==> src/rtl/tsr_pkg.sv <==
package tsr_pkg;
  typedef struct packed {
    logic sym;
    logic err;
  } tsr_dec_t;
endpackage

==> src/rtl/tsr_base_bank.sv <==
module tsr_base_bank #(
  parameter int unsigned N_GRP = 8,
  parameter int unsigned TAP_W = 6
) (
  input  logic                   clk_i,
  input  logic                   rst_ni,
  input  logic                   cap_i,
  input  logic [N_GRP*TAP_W-1:0] tap_i,
  output logic [N_GRP*TAP_W-1:0] base_o,
  output logic                   have_o
);
  for (genvar g = 0; g < N_GRP; g++) begin : g_base
    always_ff @(posedge clk_i or negedge rst_ni) begin
      if (!rst_ni)    base_o[g*TAP_W +: TAP_W] <= '0;
      else if (cap_i) base_o[g*TAP_W +: TAP_W] <= tap_i[g*TAP_W +: TAP_W];
    end
  end

  always_ff @(posedge clk_i or negedge rst_ni) begin
    if (!rst_ni)    have_o <= 1'b0;
    else if (cap_i) have_o <= 1'b1;
  end
endmodule

==> src/rtl/tsr_group_dec.sv <==
module tsr_group_dec
  import tsr_pkg::*;
#(
  parameter int unsigned TAP_W    = 6,
  parameter int unsigned DECIDE_T = 3,
  parameter int unsigned MAX_SKEW = 12
) (
  input  logic [TAP_W-1:0] base_i,
  input  logic [TAP_W-1:0] tap_i,
  output tsr_dec_t         dec_o
);
  localparam int unsigned DW = TAP_W + 1;
  localparam logic signed [DW-1:0] DEC_S = DW'(DECIDE_T);
  localparam logic signed [DW-1:0] MAX_S = DW'(MAX_SKEW);

  logic signed [DW-1:0] drop;

  // positive drop = tap fell = strobe loaded
  assign drop = $signed({1'b0, base_i}) - $signed({1'b0, tap_i});

  always_comb begin
    dec_o.sym = (drop >= DEC_S);
    dec_o.err = (drop > MAX_S) || (drop < -MAX_S);
  end
endmodule

==> src/rtl/tsr_out_stage.sv <==
module tsr_out_stage #(
  parameter int unsigned N_GRP = 8
) (
  input  logic             clk_i,
  input  logic             rst_ni,
  input  logic             upd_i,
  input  logic [N_GRP-1:0] sym_i,
  input  logic [N_GRP-1:0] err_i,
  output logic [N_GRP-1:0] sym_o,
  output logic [N_GRP-1:0] err_o,
  output logic             vld_o
);
  always_ff @(posedge clk_i or negedge rst_ni) begin
    if (!rst_ni) begin
      sym_o <= '0;
      err_o <= '0;
      vld_o <= 1'b0;
    end else begin
      vld_o <= upd_i;
      if (upd_i) begin
        sym_o <= sym_i;
        err_o <= err_i;
      end
    end
  end
endmodule

==> src/rtl/tsr_rx.sv <==
module tsr_rx
  import tsr_pkg::*;
#(
  parameter int unsigned N_GRP    = 8,
  parameter int unsigned TAP_W    = 6,
  parameter int unsigned DECIDE_T = 3,
  parameter int unsigned MAX_SKEW = 12
) (
  input  logic                   clk_i,
  input  logic                   rst_ni,
  input  logic                   base_cap_i,
  input  logic                   recal_done_i,
  input  logic [N_GRP*TAP_W-1:0] tap_i,
  output logic [N_GRP-1:0]       bits_o,
  output logic [N_GRP-1:0]       err_o,
  output logic                   valid_o
);
  localparam int unsigned BUS_W = N_GRP * TAP_W;

  logic [BUS_W-1:0] base_q;
  logic             have_q;
  logic [N_GRP-1:0] sym_d, err_d;

  tsr_base_bank #(.N_GRP(N_GRP), .TAP_W(TAP_W)) u_base (
    .clk_i  (clk_i),
    .rst_ni (rst_ni),
    .cap_i  (base_cap_i),
    .tap_i  (tap_i),
    .base_o (base_q),
    .have_o (have_q)
  );

  for (genvar g = 0; g < N_GRP; g++) begin : g_dec
    tsr_dec_t dec;
    tsr_group_dec #(
      .TAP_W(TAP_W), .DECIDE_T(DECIDE_T), .MAX_SKEW(MAX_SKEW)
    ) u_dec (
      .base_i (base_q[g*TAP_W +: TAP_W]),
      .tap_i  (tap_i[g*TAP_W +: TAP_W]),
      .dec_o  (dec)
    );
    assign sym_d[g] = dec.sym;
    assign err_d[g] = dec.err;
  end

  // same-cycle capture: old baseline still in base_q here
  tsr_out_stage #(.N_GRP(N_GRP)) u_out (
    .clk_i  (clk_i),
    .rst_ni (rst_ni),
    .upd_i  (recal_done_i && have_q),
    .sym_i  (sym_d),
    .err_i  (err_d),
    .sym_o  (bits_o),
    .err_o  (err_o),
    .vld_o  (valid_o)
  );
endmodule

==> config.mk <==
export PLATFORM = sky130hd
export DESIGN_NAME = tsr_rx
export DESIGN_NICKNAME = d
export VERILOG_FILES = /design/src/rtl/tsr_pkg.sv /design/src/rtl/tsr_base_bank.sv /design/src/rtl/tsr_group_dec.sv /design/src/rtl/tsr_out_stage.sv /design/src/rtl/tsr_rx.sv
export SDC_FILE = /design/constraint.sdc
export NUM_CORES = 1
export LEC_CHECK = 0
export ABC_AREA = 1
export ABC_CLOCK_PERIOD_IN_PS = 4280
export BUFFER_PORTS_ARGS = -buffer_cell sky130_fd_sc_hd__buf_2
export CELL_PAD_IN_SITES_DETAIL_PLACEMENT = 0
export CELL_PAD_IN_SITES_GLOBAL_PLACEMENT = 1
export CORE_AREA = 2 2 110 112
export DETAILED_ROUTE_END_ITERATION = 8
export DIE_AREA = 0 0 112 114
export GPL_TIMING_DRIVEN = 1
export MAX_ROUTING_LAYER = met4
export PLACE_DENSITY = 0.89
export SLEW_MARGIN = 20
export SYNTH_ARGS = -nofsm -noshare
export SYNTH_HDL_FRONTEND = slang
export SYNTH_SLANG_ARGS = --single-unit
==> constraint.sdc <==
create_clock -name clk_i -period 4.28 [get_ports clk_i]
set_input_delay 0 -clock clk_i [delete_from_list [all_inputs] [get_ports clk_i]]
set_output_delay 0 -clock clk_i [all_outputs]
set_load 0.005 [all_outputs]
# After elaboration in Yosys (flattened, before gate mapping)
# Index checks and enable logic that the tools add are counted.
totals:
  out_inout_bits: 17
  input_bits: 52
  wordCells: 53
  ff_bits: 66
op_classes:
  n_lt_le_gt_ge: 24
  addsub: 8
  n_reduce_logical: 9
ops:
  columns: ["operator", "n"]
  rows:
  - ["7-bit by 3-bit greater-or-equal comparator with 1-bit output (second input constant)", 8]
  - ["7-bit by 5-bit greater-than comparator with 1-bit output (second input constant)", 8]
  - ["7-bit by 5-bit less-than comparator with 1-bit output (second input constant)", 8]
  - ["6-bit by 6-bit subtractor with 7-bit output", 8]
  - ["1-bit logical OR", 8]
  - ["1-bit logical AND", 1]

# Longest topological paths before layout
depth:
  ltp_word: 3
  ltp_mapped: 14
  mapped_depth_nobuf: 14

# Modules after synthesis
# From an unflattened synthesis, not the netlist that was laid out.
unflattened:
  cells_unflattened: 805
  hier_area_um2: 5432.7
by_module_without_submodules:
  columns: ["module", "cells_each", "instances", "area_each_um2", "seq_area_each_um2"]
  rows:
  - ["tsr_base_bank", 206, 1, 1859.3, 1226.2]
  - ["tsr_group_dec (g_dec[2].u_dec ...)", 66, 5, 361.6, 0.0]
  - ["tsr_group_dec (g_dec[0].u_dec ...)", 66, 2, 356.6, 0.0]
  - ["tsr_out_stage", 69, 1, 669.4, 425.4]
  - ["tsr_group_dec (g_dec[6].u_dec)", 66, 1, 375.4, 0.0]
  - ["tsr_rx", 2, 1, 7.5, 0.0]

# Worst setup path before layout
# Ideal clock, no wire load.
synth_timing:
  path_kind: "reg2reg"
  startpoint: "register u_base.base_o[6]"
  endpoint: "register u_out.err_o[1]"
  path_stages_with_launch: 12
  setup_ns: 0.119
  required_ns: 4.161
  slack_ns: 2.581
  period_less_slack_ns: 1.699
  t_arrival_ns: 1.581
  path_buffers: 0
  cell_sequence: "dfrtp_1 -> inv_1 -> ha_1 -> inv_1 -> fa_1 -> nand3_1 -> nand2_1 -> xor2_1 -> nor2_1 -> nand2_1 -> nand3_1 -> nand2_1"
synth_via:
  elab_chain_cells: 3
  word_cells_on_any_way: 4
  classes_between: "add/sub (1); order compare (2); reduce/logical (1)"
synth_rtl:
  columns: ["item", "line", "source"]
  rows:
  - ["start, declared", "tsr_base_bank.sv:9", "output logic [N_GRP*TAP_W-1:0] base_o,"]
  - ["start signal, assigned by index", "tsr_base_bank.sv:15", "else if (cap_i) base_o[g*TAP_W +: TAP_W] <= tap_i[g*TAP_W +: TAP_W];"]
  - ["6-bit by 6-bit subtractor with 7-bit output (*)", "tsr_group_dec.sv:19", "assign drop = $signed({1'b0, base_i}) - $signed({1'b0, tap_i});"]
  - ["7-bit by 5-bit greater-than comparator with 1-bit output / 7-bit by 5-bit less-than comparator with 1-bit output (equally long branches)", "tsr_group_dec.sv:23", "dec_o.err = (drop > MAX_S) || (drop < -MAX_S);"]
  - ["1-bit logical OR (*)", "tsr_group_dec.sv:23", null]
  - ["end signal, assigned", "tsr_out_stage.sv:22", "err_o <= err_i;"]
  - ["end, declared", "tsr_out_stage.sv:10", "output logic [N_GRP-1:0] err_o,"]
# Every way passes the cells marked *; elsewhere a longest branch is shown, timed or not.
# A chain may end at the register's enable or synchronous reset.

# Final worst setup path
layout_timing:
  startpoint: "register u_base.base_o[18]"
  endpoint: "register u_out.err_o[3]"
# The elaborated chain is that of the path after synthesis.

==> metrics.md <==
| Metric | Value |
|---|---|
| Initial DRC count | 183 |
| Delay of the slowest critical-path stage | 0.42 ns |
| Clock latency on the worst-skew pair | 0.34 ns |
| Filler cell count | 1159 |
| Total grt overflow | 0 |
| Slew HR | 40.9% |
| Synth unique cells | 25 |
| Yosys reg bits | 66 |
| Setup Buffers After CTS | 0 |
| CTS Buf Count | 9 |
| Setup Viol. Count Final | 0 |
| Worst path buffer plus inverter count | 3 |
| FF-to-FF Start | u_base.base_o[18]$_DFFE_PN0P_ |
| # nets final | 962 |
| Synth warn | 0 |
| Status | finished, final reports clean |
| Area growth from synthesis to layout | 23.3% |
| Clock root cell | clkbuf_16 |
| Slowest CP cell | fa_1 |
| WP data arrival | 2.11 ns |
| CTS Hold Buffers Added | 44 |
| Mapped Area | 5100 sq um |
| Floorplan core area | 11700 sq um |
| Worst hold-check path type | in2reg |
| CP endpoint kind | flip-flop |
| CTS resizes | 0 |
| Avg Inst Size Synth | 6.87 sq um |
| Die area | 12800 sq um |
| Minimum clock period | 1.89 ns |
| Placed Cells | 946 |
| Final period util | 44.1% |
| Worst hold path startpoint | tap_i[1] |
| Synthesized instance count | 742 |
| H-Tree Depth | 3 |
| Worst hold path depth | 3 |
| Critical path class | reg2reg |
| Hpwl dp | 8.24 mm |
| Startpoint Class | flip-flop |
| Maximum VDD drop | 0.282 mV |
| Power Total | 2130 uW |
| RSZ-0062 raised after global routing | false |
| Ports | 69 |
| Site Rows | 40 |
| Critical path data required time | 4.50 ns |
| Total leakage power | 0.00350 uW |
| Max Cap Violations | 0 |
| Clock Tree Buf Depth | 2 |
| CP cell instances | inv_1 -> ha_1 -> inv_1 -> fa_1 -> xnor2_1 -> nor2_1 -> nand3_1 -> nand2_1 -> inv_1 -> nand2_1 -> nand3_1 -> nand2_1 |
| Maximum clock frequency | 529 MHz |
| TritonRoute pass-1 iters | 4 |
| Hold Path End | u_base.base_o[1]$_DFFE_PN0P_ |
| R2R Setup Slk | 2.39 ns |
| Clk slew on worst S/H paths | 0.05 ns |
| Setup TNS | 0 ns |
| CTS Sinks | 66 |
| Power per cell area | 340 nW/um^2 |
| CTS tree | done |
| I/O Buffers | 68 |
| DIE WIDTH | 112 um |
| Initial Utilization | 43.5% |
| Share of cells above drive strength 1 | 10.6% |
| Avg WL per Cell | 11.3 um |
| Final Hold Viols | 0 |
| Worst Tran Pin Value | 0.887 ns |
| Post-synthesis sequential area ratio | 32.4% |
| GRT Util Overall | 19.6% |
| Antenna violations before repair | 0 |
| Routed Antenna Nets | 0 |
| Area of the multi-input gates | 2930 sq um |
| Layout Skew | 0.00566 ns |
| Die height | 114 um |
| Syn_nets | 850 |
| Antenna cell count | 0 |
| DRC viols | 0 |
| Post-route insts no fill | 1003 |
| Final wirelength | 11.3 mm |
| DR vias | 4864 |
| Register area | 1650 sq um |
| Global-route wire length before repair | 20.2 mm |
| Largest net degree at the start of global routing | 67 |
| Final Max Tran Viols | 0 |
| Vias/cell | 4.85 |
| R2r worst-path depth | 12 |
| Vias in the first global route | 4681 |
| R2r endpoint | u_out.err_o[3]$_DFFE_PN0P_ |
| Routability cong. | 0.924 |
| CP max FO | 3 |
| Critical path's top delay family | adder cells |
[cell usage after synthesis]
master / n / area [sq um]
nor2_2: 3 / 18.8
nor2_1: 42 / 158
a21oi_1: 28 / 140
o21ai_1: 10 / 50.1
and2_1: 1 / 6.26
nand3b_1: 8 / 60.1
nand3_1: 55 / 275
or2_2: 1 / 6.26
o21ai_0: 51 / 255
xnor2_1: 6 / 52.6
buf_2: 1 / 5.00
nor3_1: 2 / 10.0
o211ai_1: 6 / 45.0
inv_1: 121 / 454
nand4_1: 16 / 100
dfrtp_1: 66 / 1650
clkinv_1: 2 / 7.51
buf_4: 2 / 15.0
ha_1: 48 / 601
nand2_1: 247 / 927
fa_1: 8 / 160
a21oi_2: 4 / 35.0
clkbuf_1: 11 / 41.3
nor3b_1: 1 / 7.51
xor2_1: 2 / 17.5
[through the flow]
| stage | hold slack (ns) | worst slack [ns] | utilization (%) | area, sq um |
|---|---|---|---|---|
| 6_report | 0.00306 | 2.39 | 53.7 | 6290 |
| 3_5_place_dp | 0.244 | 2.41 | 47.7 | 5590 |
| 5_1_grt | 0.0259 | 2.17 | 53.7 | 6290 |
| 2_1_floorplan | -0.296 | 2.58 | - | 5100 |
| 3_3_place_gp | 0.234 | 2.43 | 47.7 | 5590 |
| 4_1_cts | 0.00572 | 2.38 | 53.7 | 6290 |
[how the worst max path moves through the flow]
stage          cells past startpoint  slack (ns)                          start                    endpoint
2_1_floorplan                     11        2.58   u_base.base_o[6]$_DFFE_PN0P_  u_out.err_o[1]$_DFFE_PN0P_
3_3_place_gp                      11        2.43   u_base.base_o[6]$_DFFE_PN0P_  u_out.err_o[1]$_DFFE_PN0P_
3_5_place_dp                      11        2.41   u_base.base_o[6]$_DFFE_PN0P_  u_out.err_o[1]$_DFFE_PN0P_
4_1_cts                           11        2.38   u_base.base_o[6]$_DFFE_PN0P_  u_out.err_o[1]$_DFFE_PN0P_
5_1_grt                           11        2.17   u_base.base_o[6]$_DFFE_PN0P_  u_out.err_o[1]$_DFFE_PN0P_
6_report                          12        2.39  u_base.base_o[18]$_DFFE_PN0P_  u_out.err_o[3]$_DFFE_PN0P_
[cell type report]
cell class / count / area share (%)
Clock buffer: 13 / 4.14
Inverter: 123 / 7.34
Multi-Input combinational cell: 539 / 46.5
Sequential cell: 66 / 26.3
Tap cell: 147 / 2.93
Timing Repair Buffer: 115 / 12.8
[routing by layer]
layer,GRT usage (%),up-vias,part of all wire [%]
li1,-,2587,-
met1,24.4,2181,48
met2,32.5,84,47
met3,5.10,12,4.1
met4,4.31,0,1.0
met5,-,-,0
[kinds of logic (layout without fill, tap and decap cells)]
group / count (synthesis) / count (layout) / share of synthesized area (%)
compound gates: 99 / 99 / 10.3
xor+xnor: 8 / 8 / 1.37
fa+ha+maj: 56 / 56 / 14.9
buf+inv: 137 / 251 / 10.3
flops: 66 / 66 / 32.4
simple gates: 376 / 376 / 30.8
[registers in the layout (all words and copies together) (netlist names)]
register / cells
u_base.base_o: 48
u_base.have_o: 1
u_out.err_o: 8
u_out.sym_o: 8
u_out.vld_o: 1
[cells in the final DEF (no fill, tap or decap), types with 6 or more instances in the layout]
master and n:
ha_1 48, dfrtp_1 66, nand4_1 16, fa_1 8
o211ai_1 6, o21ai_1 10, dlygate4sd3_1 44, nand2_1 247
inv_1 121, nor2_1 42, o21ai_0 51, a21oi_1 28
nand3b_1 8, buf_2 68, xnor2_1 6, nand3_1 55
clkbuf_16 9
[worst min-delay path, cell delays in order]
cell	delay, ns
buf_2	0.07
inv_1	0.07
o21ai_0	0.16
[power breakdown]
group / total (uW) / switching [uW] / internal, uW
Sequential: 740 / 42.8 / 697
Clock: 669 / 255 / 414
Combinational: 726 / 427 / 300
Total: 2130 / 724 / 1410
Power figures use the tool's default switching activity.
